[src/rtl/latched_decoder_pkg.sv]
package latched_decoder_pkg;

    localparam int unsigned DEF_CODE_W = 4;

    typedef enum logic {
        POL_HIGH = 1'b0,
        POL_LOW  = 1'b1
    } polarity_e;

    function automatic int unsigned lines_for(input int unsigned code_w);
        return 32'd1 << code_w;
    endfunction

endpackage

[src/rtl/code_hold_reg.sv]
module code_hold_reg #(
    parameter int unsigned CODE_W = 4
) (
    input  logic              clk,
    input  logic              rst_n,
    input  logic              load,
    input  logic [CODE_W-1:0] d,
    output logic [CODE_W-1:0] q
);

    // One storage bit per code bit, all sharing the same load control.
    for (genvar b = 0; b < CODE_W; b++) begin : g_bit
        always_ff @(posedge clk or negedge rst_n) begin
            if (!rst_n) begin
                q[b] <= 1'b0;
            end else if (load) begin
                q[b] <= d[b];
            end
        end
    end

endmodule

[src/rtl/binary_onehot_dec.sv]
module binary_onehot_dec #(
    parameter int unsigned CODE_W = 4,
    localparam int unsigned LINES = 1 << CODE_W
) (
    input  logic [CODE_W-1:0] code,
    output logic [LINES-1:0]  hot
);

    for (genvar i = 0; i < LINES; i++) begin : g_line
        assign hot[i] = (code == CODE_W'(i));
    end

endmodule

[src/rtl/select_gate.sv]
module select_gate #(
    parameter int unsigned LINES = 16,
    parameter bit ACTIVE_LOW = 1'b0
) (
    input  logic [LINES-1:0] hot,
    input  logic             inhibit,
    output logic [LINES-1:0] lines
);

    logic [LINES-1:0] gated;

    assign gated = inhibit ? '0 : hot;

    if (ACTIVE_LOW) begin : g_low
        assign lines = ~gated;
    end else begin : g_high
        assign lines = gated;
    end

endmodule

[src/rtl/latched_decoder.sv]
module latched_decoder
    import latched_decoder_pkg::*;
#(
    parameter int unsigned CODE_W = DEF_CODE_W,
    parameter bit ACTIVE_LOW = 1'b0,
    localparam int unsigned LINES = 1 << CODE_W
) (
    input  logic              clk,
    input  logic              rst_n,
    input  logic [CODE_W-1:0] code_in,
    input  logic              strobe,
    input  logic              inhibit,
    output logic [LINES-1:0]  sel_out
);

    logic [CODE_W-1:0] held_code;
    logic [LINES-1:0]  hot;

    code_hold_reg #(
        .CODE_W(CODE_W)
    ) u_hold (
        .clk   (clk),
        .rst_n (rst_n),
        .load  (strobe),
        .d     (code_in),
        .q     (held_code)
    );

    binary_onehot_dec #(
        .CODE_W(CODE_W)
    ) u_dec (
        .code (held_code),
        .hot  (hot)
    );

    select_gate #(
        .LINES      (LINES),
        .ACTIVE_LOW (ACTIVE_LOW)
    ) u_gate (
        .hot     (hot),
        .inhibit (inhibit),
        .lines   (sel_out)
    );

endmodule

[config.mk]
export PLATFORM = sky130hd
export DESIGN_NAME = latched_decoder
export DESIGN_NICKNAME = d
export VERILOG_FILES = /design/src/rtl/latched_decoder_pkg.sv /design/src/rtl/code_hold_reg.sv /design/src/rtl/binary_onehot_dec.sv /design/src/rtl/select_gate.sv /design/src/rtl/latched_decoder.sv
export SDC_FILE = /design/constraint.sdc
export NUM_CORES = 1
export LEC_CHECK = 0
export BUFFER_PORTS_ARGS = -buffer_cell sky130_fd_sc_hd__buf_2
export CAP_MARGIN = 20
export CORE_AREA = 10 10 47 49
export CTS_CLUSTER_DIAMETER = 50
export DETAILED_ROUTE_END_ITERATION = 7
export DIE_AREA = 0 0 57 59
export HOLD_SLACK_MARGIN = 0.03
export PLACE_DENSITY = 0.51
export SLEW_MARGIN = 20
export SYNTH_ARGS = -nofsm -noshare
export SYNTH_HDL_FRONTEND = slang
export SYNTH_SLANG_ARGS = --single-unit
[constraint.sdc]
create_clock -name clk -period 2.2 [get_ports clk]
set_clock_uncertainty 0.2 [all_clocks]
set_input_delay 0.22 -clock clk [delete_from_list [all_inputs] [get_ports clk]]
set_output_delay 0.22 -clock clk [all_outputs]
set_load 0.01 [all_outputs]
==> results.py <==
metrics = {
    "run_status": {
        "status": "complete, no violations",
    },
    "die": {
        "rows": 14,
        "chipWidth_um": 57,
        "core_um2": 1400,
        "die_area_um2": 3360,
        "num_io_pins": 24,
        "start_util_pct": 18.4,
        "die_y_um": 59,
    },
    "power": {
        "p_leak_nw": 0.247,
        "seqPwrFrac_pct": 38.3,
        "p_clk_share_pct": 38.4,
        "pwr-share-comb_pct": 23.2,
        "switching_power_uw": 69.4,
        "ir_worst_vdd_v": 0.000261,
        "p_sw_share_pct": 28.8,
        "p_total_uw": 241,
        "p_int_uw": 171,
        "powerDensity_nw_per_um2": 517,
    },
    "sta": {
        "setup_ws_ns": 0.386,
        "rsz0062_at_grt": "false",
        "slew_headroom_pct": 84.9,
        "tightest_slew_ns": 0.227,
        "tns_ns": 0,
        "post-route-period-util_pct": 82.4,
        "hold_viol": 0,
        "hold-worst-slack_ns": 0.0838,
        "max_clock_freq_mhz": 551,
        "post-route-min-period_ns": 1.81,
        "setup_viol": 0,
        "maxSlewViolCount": 0,
    },
    "critical_path": {
        "required_ns": 1.78,
        "end_kind": "output port",
        "arrival_ns": 1.39,
        "r2r_cells": 1,
        "worst-path-max-fanout": 5,
        "r2r_slack_ns": 1.15,
        "worst-setup-path-type": "reg2out",
        "critPathLaunchType": "flop",
        "r2r-start": "u_hold.q[1]$_DFFE_PN0P_",
        "rr_endpoint": "u_hold.q[1]$_DFFE_PN0P_",
    },
    "global_route": {
        "first_global_vias": 398,
        "grt_pass1_wl_mm": 1.86,
        "overflow": 0,
        "grt_usage_pct": 6.81,
        "antenna_found_initial": 0,
        "grt_max_degree": 9,
    },
    "placed_design": {
        "dp_hpwl_um": 785,
        "placedCellCount": 70,
        "portBuffers": 23,
        "dp_slack_ns": 0.619,
        "placedInstanceArea_um2": 393,
        "gp_congestion": 0.690,
    },
    "cts": {
        "clk_pin_slew_ns": 0.04,
        "cts-root-buf": "clkbuf_4",
        "cts_tree": "built",
        "clock_sinks": 4,
        "clockBufferDepth": 2,
        "clk_latency_ns": 0.24,
        "h-tree-depth": 1,
        "cts-buffers-inserted": 3,
        "cts_setup_buffers": 0,
    },
    "yosys": {
        "synth_area_um2": 258,
        "ys_seq_area_share_pct": 38.8,
        "avgSynthCellArea_um2": 8.31,
        "syn_inst": 31,
        "ys_ff_latch": 4,
        "synth_fp_nets": 39,
        "yosysWarnings": 0,
        "synth_cell_types": 10,
    },
    "hold_path": {
        "holdPathEnd": "u_hold.q[2]$_DFFE_PN0P_",
        "min_from": "strobe",
        "whs_path_depth": 2,
        "min_path_type": "in2reg",
    },
    "finish": {
        "fin_area_um2": 465,
        "final_layout_size_suffix_gt1_share_pct": 45.2,
        "fill_cells": 152,
        "syn2layout_area_growth_pct": 80.6,
        "largest_register_ffs": 4,
        "fin_util_pct": 33.2,
        "final_cells": 78,
        "final_nets": 72,
        "regMostFlops": "u_hold.q",
        "antennaDiodeCount": 0,
        "largestRegisters": "u_hold.q x4",
    },
    "routing": {
        "viasPerCell": 4.28,
        "vias": 334,
        "drc_errors": 0,
        "drtPass1Iterations": 2,
        "wl_per_cell_um": 12.6,
        "drt-initial-drc-count": 2,
        "route.antenna.remaining_nets": 0,
        "wl_um": 986,
    },
    "run": {
        "maxCapViolCount": 0,
    },
}
layout by cell type (no fill, tap or decap):
cell / n
mux2_1: 2
nand2b_1: 2
nor2_1: 12
nand2_1: 1
or3b_1: 2
dlygate4sd3_1: 5
or3_1: 1
buf_2: 23
nand3b_1: 1
clkbuf_4: 3
dfrtp_1: 4
mux2_2: 2
nor3_1: 4
power groups by stage:
stage	sequential (mW)	combinational, mW	clock, mW
finish	0.0922	0.0559	0.0924
global route	0.0954	0.0635	0.102
CTS	0.0922	0.0569	0.0964
detailed placement	0.0932	0.0500	0
global placement	0.0925	0.0497	0
floorplan	0.0903	0.0288	0
what timing repair did:
item / 4_1_cts / 5_1_grt
hold endpoints to repair: 8 / 0
gates resized for setup: 0 / 0
hold buffers: 5 / 0
synth_stat cells, drive strengths merged:
cell type | count | area share [%]
dfrtp | 4 | 39
nor2 | 12 | 17
nand3b | 1 | 2.9
nand2b | 2 | 4.9
nand2 | 1 | 1.5
nor3 | 4 | 7.8
or3 | 1 | 2.4
mux2 | 4 | 17
or3b | 2 | 6.8
area by class of cell:
type | count | area (µm²) | area share, %
Clock buffer | 3 | 22.5 | 4.84
Tap cell | 16 | 20.0 | 4.30
Sequential cell | 4 | 100 | 21.5
Multi-Input combinational cell | 27 | 158 | 33.9
Timing Repair Buffer | 28 | 165 | 35.5
critical path, stage by stage, from the launching register on:
cell,delay (ns)
dfrtp_1,0.39
or3_1,0.46
nor3_1,0.15
buf_2,0.15
layer usage:
layer,up-vias,share of wire [%],track usage [%]
met2,20,41,9.30
met1,141,43,7.56
li1,169,-,-
met5,-,0,0
met3,4,14,4.08
met4,0,2.5,5.03
cell families (layout without fill, tap and decap cells):
family        count (synthesis)  count (layout)  synth area share [%]
simple gates                 23              23                  43.7
mux                           4               4                  17.5
flops                         4               4                  38.8
buf+inv                       0              31                     0
worst max path at each step:
stage                                  from          to  slack, ns
finish              u_hold.q[2]$_DFFE_PN0P_  sel_out[0]       0.39
global route        u_hold.q[2]$_DFFE_PN0P_  sel_out[8]       0.23
CTS                 u_hold.q[2]$_DFFE_PN0P_  sel_out[8]       0.36
detailed placement  u_hold.q[2]$_DFFE_PN0P_  sel_out[8]       0.62
global placement    u_hold.q[2]$_DFFE_PN0P_  sel_out[8]       0.61
floorplan           u_hold.q[2]$_DFFE_PN0P_  sel_out[8]       0.71
No activity file was read; power rests on OpenSTA's default activity.
